**config.mk**
```make
export PLATFORM = sky130hd
export DESIGN_NAME = wstat_rdmux
export DESIGN_NICKNAME = d
export VERILOG_FILES = /design/src/rtl/wstat_pkg.sv /design/src/rtl/wstat_rst_sync.sv /design/src/rtl/wstat_toggle.sv /design/src/rtl/wstat_compose.sv /design/src/rtl/wstat_rdmux.sv
export SDC_FILE = /design/constraint.sdc
export NUM_CORES = 1
export LEC_CHECK = 0
export ABC_AREA = 1
export BUFFER_PORTS_ARGS = -buffer_cell sky130_fd_sc_hd__buf_2
export CELL_PAD_IN_SITES_DETAIL_PLACEMENT = 1
export CELL_PAD_IN_SITES_GLOBAL_PLACEMENT = 1
export CORE_MARGIN = 2
export CORE_UTILIZATION = 28
export CTS_CLUSTER_SIZE = 20
export DETAILED_ROUTE_END_ITERATION = 16
export MAX_ROUTING_LAYER = met4
export PLACE_DENSITY_LB_ADDON = 0.1
export SKIP_CTS_REPAIR_TIMING = 1
export SKIP_LAST_GASP = 1
export SYNTH_ARGS = -nofsm -noshare
export SYNTH_HDL_FRONTEND = slang
export SYNTH_HIERARCHICAL = 1
export SYNTH_SLANG_ARGS = --single-unit
```
**constraint.sdc**
```tcl
create_clock -name clk -period 0.8 [get_ports clk]
set_input_delay 0.16 -clock clk [delete_from_list [all_inputs] [get_ports clk]]
set_output_delay 0.16 -clock clk [all_outputs]
set_load 0.05 [all_outputs]
```
**src/rtl/wstat_pkg.sv**
```systemverilog
package wstat_pkg;
  typedef enum logic [1:0] {
    MODE_ARRAY     = 2'd0,
    MODE_POLL_HIT  = 2'd1,
    MODE_POLL_MISS = 2'd2
  } rd_mode_e;
endpackage

```
**src/rtl/wstat_rst_sync.sv**
```systemverilog
module wstat_rst_sync (
  input  logic clk,
  input  logic rst_n,
  output logic rst_sync_n
);
  logic [1:0] sync_q;
  logic [1:0] sync_d;

  always_comb sync_d = {sync_q[0], 1'b1};

  always_ff @(posedge clk or negedge rst_n) begin
    if (!rst_n) sync_q <= 2'b00;
    else        sync_q <= sync_d;
  end

  assign rst_sync_n = sync_q[1];
endmodule

```
**src/rtl/wstat_toggle.sv**
```systemverilog
module wstat_toggle (
  input  logic clk,
  input  logic rst_n,
  input  logic rd_stb,
  input  logic wr_busy,
  output logic tog
);
  logic tog_q;
  logic tog_d;
  logic tog_en;

  always_comb begin
    tog_en = rd_stb & wr_busy;
    tog_d  = ~tog_q;
  end

  always_ff @(posedge clk or negedge rst_n) begin
    if (!rst_n)      tog_q <= 1'b0;
    else if (tog_en) tog_q <= tog_d;
  end

  assign tog = tog_q;

  p_toggle_hold_r6: assert property (@(posedge clk) disable iff (!rst_n)
    !(rd_stb && wr_busy) |=> $stable(tog));
  p_toggle_flip_r5: assert property (@(posedge clk) disable iff (!rst_n)
    (rd_stb && wr_busy) |=> (tog != $past(tog)));
endmodule

```
**src/rtl/wstat_compose.sv**
```systemverilog
module wstat_compose
  import wstat_pkg::*;
#(
  parameter int DW          = 8,
  parameter bit ZERO_OTHERS = 1'b0
) (
  input  rd_mode_e        mode,
  input  logic            last_msb,
  input  logic [DW-1:0]   arr_data,
  input  logic            tog,
  output logic [DW-1:0]   status
);
  localparam int POLL_BIT = DW - 1;
  localparam int TOG_BIT  = DW - 2;

  logic [DW-1:0] base;

  generate
    if (ZERO_OTHERS) begin : g_zero
      always_comb base = (mode == MODE_ARRAY) ? arr_data : '0;
    end else begin : g_pass
      always_comb base = arr_data;
    end
  endgenerate

  always_comb begin
    status = base;
    unique case (mode)
      MODE_POLL_HIT: begin
        status[POLL_BIT] = ~last_msb;
        status[TOG_BIT]  = tog;
      end
      MODE_POLL_MISS: begin
        status[POLL_BIT] = arr_data[POLL_BIT];
        status[TOG_BIT]  = tog;
      end
      default: status = arr_data;
    endcase
  end
endmodule

```
**src/rtl/wstat_rdmux.sv**
```systemverilog
module wstat_rdmux
  import wstat_pkg::*;
#(
  parameter int AW          = 13,
  parameter int DW          = 8,
  parameter bit ZERO_OTHERS = 1'b0
) (
  input  logic          clk,
  input  logic          rst_n,
  input  logic          rd_stb,
  input  logic [AW-1:0] rd_addr,
  input  logic          wr_busy,
  input  logic [AW-1:0] last_addr,
  input  logic [DW-1:0] last_data,
  input  logic [DW-1:0] arr_data,
  output logic [DW-1:0] rd_data
);
  localparam int POLL_BIT = DW - 1;

  logic          rst_sync_n;
  logic          addr_hit;
  logic          tog;
  rd_mode_e      mode;
  logic [DW-1:0] status;
  logic [DW-1:0] rd_q;
  logic [DW-1:0] rd_d;

  wstat_rst_sync u_rst (
    .clk        (clk),
    .rst_n      (rst_n),
    .rst_sync_n (rst_sync_n)
  );

  wstat_toggle u_tog (
    .clk     (clk),
    .rst_n   (rst_sync_n),
    .rd_stb  (rd_stb),
    .wr_busy (wr_busy),
    .tog     (tog)
  );

  always_comb begin
    addr_hit = (rd_addr == last_addr);
    if (!wr_busy)      mode = MODE_ARRAY;
    else if (addr_hit) mode = MODE_POLL_HIT;
    else               mode = MODE_POLL_MISS;
  end

  wstat_compose #(.DW(DW), .ZERO_OTHERS(ZERO_OTHERS)) u_cmp (
    .mode     (mode),
    .last_msb (last_data[POLL_BIT]),
    .arr_data (arr_data),
    .tog      (tog),
    .status   (status)
  );

  always_comb rd_d = status;

  always_ff @(posedge clk or negedge rst_sync_n) begin
    if (!rst_sync_n)  rd_q <= '0;
    else if (rd_stb)  rd_q <= rd_d;
  end

  assign rd_data = rd_q;

  p_hold_r8: assert property (@(posedge clk) disable iff (!rst_sync_n)
    !rd_stb |=> $stable(rd_data));
  p_idle_pass_r2: assert property (@(posedge clk) disable iff (!rst_sync_n)
    (rd_stb && !wr_busy) |=> (rd_data == $past(arr_data)));
  p_poll_inv_r3: assert property (@(posedge clk) disable iff (!rst_sync_n)
    (rd_stb && wr_busy && rd_addr == last_addr)
      |=> (rd_data[POLL_BIT] != $past(last_data[POLL_BIT])));
  p_poll_miss_r4: assert property (@(posedge clk) disable iff (!rst_sync_n)
    (rd_stb && wr_busy && rd_addr != last_addr)
      |=> (rd_data[POLL_BIT] == $past(arr_data[POLL_BIT])));
endmodule

```
==> metrics.cfg <==
[finish]
antennaDiodeCount = 0
layout.cells.non_filler = 195
area_growth_syn_to_layout_pct = 68.5
finalInstanceArea_sq_um = 1310
drive_above_1_share_pct = 56.1
fillCellCount = 335
fin_util_pct = 48.5
nets = 213

[placed_design]
postPlaceCellArea_sq_um = 1100
gp_congestion = 0.784
dp_hpwl_mm = 1.54
place_ws_ns = -0.991
io_buffers = 46
dp.cells = 184

[logic_synthesis]
synth-seq-area-share_pct = 35.3
ys_seq_elements = 11
synth.avg_cell_area_sq_um = 7.09
syn_nets = 158
synth_warnings = 6
syn_inst = 110
syn-cell-area_sq_um = 779
synth.distinct_cells = 15

[status]
outcome = complete, but fails checks
violations = negative setup slack

[setup_path]
crit_path_start_kind = primary input
reg2reg_depth = 5
end_kind = register
cp.required_ns = 0.96
critical_path.max_fanout = 4
endpoint = rd_data[7]$_DFFE_PN0P_
crit_arrival_ns = 1.59
reg2reg_to = rd_data[6]$_DFFE_PN0P_
startpoint = rd_addr[8]
critical_path_class = in -> reg
reg2reg_slack_ns = -0.12
r2r_start = u_tog/tog$_DFFE_PN0P_

[floorplanning]
die_y_um = 56.8
fp.dieArea_sq_um = 3220
io_pins = 54
dieWidth_um = 56.8
start_util_pct = 28.8
num_rows = 19
coreArea_sq_um = 2710

[routing]
detail_route.wl_per_cell_um = 9.64
postRouteAntennaNets = 0
firstDrtPassIters = 4
route.detailed.drc = 0
via_count = 829
drt-total-wl_mm = 1.88
drt_iter0_drc = 6
post_drt_via_cell_ratio = 4.25

[timing]
drv_slew = 0
rsz0062_at_grt = yes
skew_ns = 0.00221
setup_violations = 14
fmax_ghz = 0.696
period_needed_ns = 1.44
finalCritPeriodShare_pct = 179
layout_setup_ws_ns = -0.636
hold_viol = 0

[global_route]
grt_pass1_vias = 783
antenna_found_initial = 0
gr-total-overflow = 0
grt_max_degree = 11
track_usage_pct = 12.3
grt_pass1_wl_mm = 3.00

[clocking]
cts_buffer_depth = 2
cts-root-buf = clkbuf_4
clk_pin_slew_ns = 0.07
h-tree-depth = 1
cts_tree = done
cts.sinks = 11
numCtsBuffers = 3
clock_latency_ns = 0.27

[power]
p_leak_nw = 0.754
irDropWorstVdd_mv = 1.18
p_per_area_nw_per_um2 = 1340

[hold_path]
hp-class = in -> reg

[run]
max_cap_viol_count = 0

-- cells in the mapped netlist (all sizes together) --
cell type / instances / area share [%]
a21oi: 1 / 0.64
buf: 7 / 6.4
conb: 1 / 0.48
dfrtp: 11 / 35
ha: 2 / 3.2
inv: 25 / 12
mux2: 8 / 12
nand2: 37 / 18
nand3: 2 / 1.3
nand3b: 1 / 0.96
nor2: 10 / 5.1
o21ai: 1 / 0.64
xnor2: 4 / 4.5
-- critical path: stages --
cell,delay (ns)
buf_6,0.08
inv_2,0.03
nand2_1,0.06
nand2_1,0.05
nor2_1,0.10
nand2_1,0.08
nor2_2,0.14
nand2_1,0.07
nor2_2,0.11
inv_2,0.06
ha_4,0.27
nand3b_1,0.10
nand2_1,0.05
mux2_4,0.25
-- report_power, final --
part / switching (W) / leakage (nW) / internal [W]
registers: 0.0000441 / 0.124 / 0.000619
clock network: 0.000191 / 0.0150 / 0.000193
logic: 0.000344 / 0.614 / 0.000369
-- state kept, by name (all words and copies together), names as in the netlist --
| signal | count |
|---|---|
| u_rst/sync_q | 2 |
| u_tog/tog | 1 |
| rd_data | 8 |
-- kinds of logic (layout without fill, tap and decap cells) --
family / Yosys count / after routing / synth area share (%)
buffers and inverters: 32 / 86 / 18.5
adders and majority gates: 2 / 2 / 3.21
AOI/OAI and AO/OA: 2 / 2 / 1.28
DFF: 11 / 11 / 35.3
muxes: 8 / 8 / 11.6
other: 1 / 1 / 0.481
and+or+nand+nor: 50 / 50 / 25.2
xor gates and xnor gates: 4 / 4 / 4.49
-- final cells by class --
cell class	count	area (sq um)	share of cell area (%)
Sequential cell	11	283	21.5
Clock buffer	4	26.3	2.00
Timing Repair Buffer	57	434	33.0
Multi-Input combinational cell	67	435	33.1
Tap cell	31	38.8	2.95
Inverter	25	96.3	7.33
-- routing by layer --
layer	wire length, um	global-route usage, %	vias up
met4	14	4.98	0
met5	0	-	-
li1	-	-	421
met1	731	12.5	378
met3	122	4.84	2
met2	1010	21.3	28
-- placed cells by master (no fill, tap or decap), drive strengths merged --
master and instances:
a21oi 1, buf 56, clkbuf 4, conb 1, dfrtp 11, dlygate4sd3 1, ha 2, inv 25
mux2 8, nand2 37, nand3 2, nand3b 1, nor2 10, o21ai 1, xnor2 4
-- per-stage QoR --
| stage | setup TNS, ns | total power, W | hold WS (ns) |
|---|---|---|---|
| finish | -3.19 | 0.00176 | 0.117 |
| floorplan | -2.13 | 0.00105 | -0.136 |
| detailed placement | -2.21 | 0.00125 | -0.0507 |
| CTS | -3.46 | 0.00165 | -0.352 |
| global placement | -2.10 | 0.00122 | -0.0546 |
| global route | -3.83 | 0.00189 | 0.100 |
-- how the worst min path moves through the flow --
stage | to | depth (start not counted) | slack [ns] | from
CTS | u_rst/sync_q[0]$_DFF_PN0_ | 1 | -0.35 | rst_n
detailed placement | u_rst/sync_q[1]$_DFF_PN0_ | 1 | -0.05 | rst_n
finish | rd_data[1]$_DFFE_PN0P_ | 2 | 0.12 | arr_data[1]
global route | rd_data[3]$_DFFE_PN0P_ | 2 | 0.10 | arr_data[3]
floorplan | u_rst/sync_q[0]$_DFF_PN0_ | 0 | -0.14 | rst_n
global placement | u_rst/sync_q[0]$_DFF_PN0_ | 1 | -0.05 | rst_n
(Power assumes the default switching activity.)
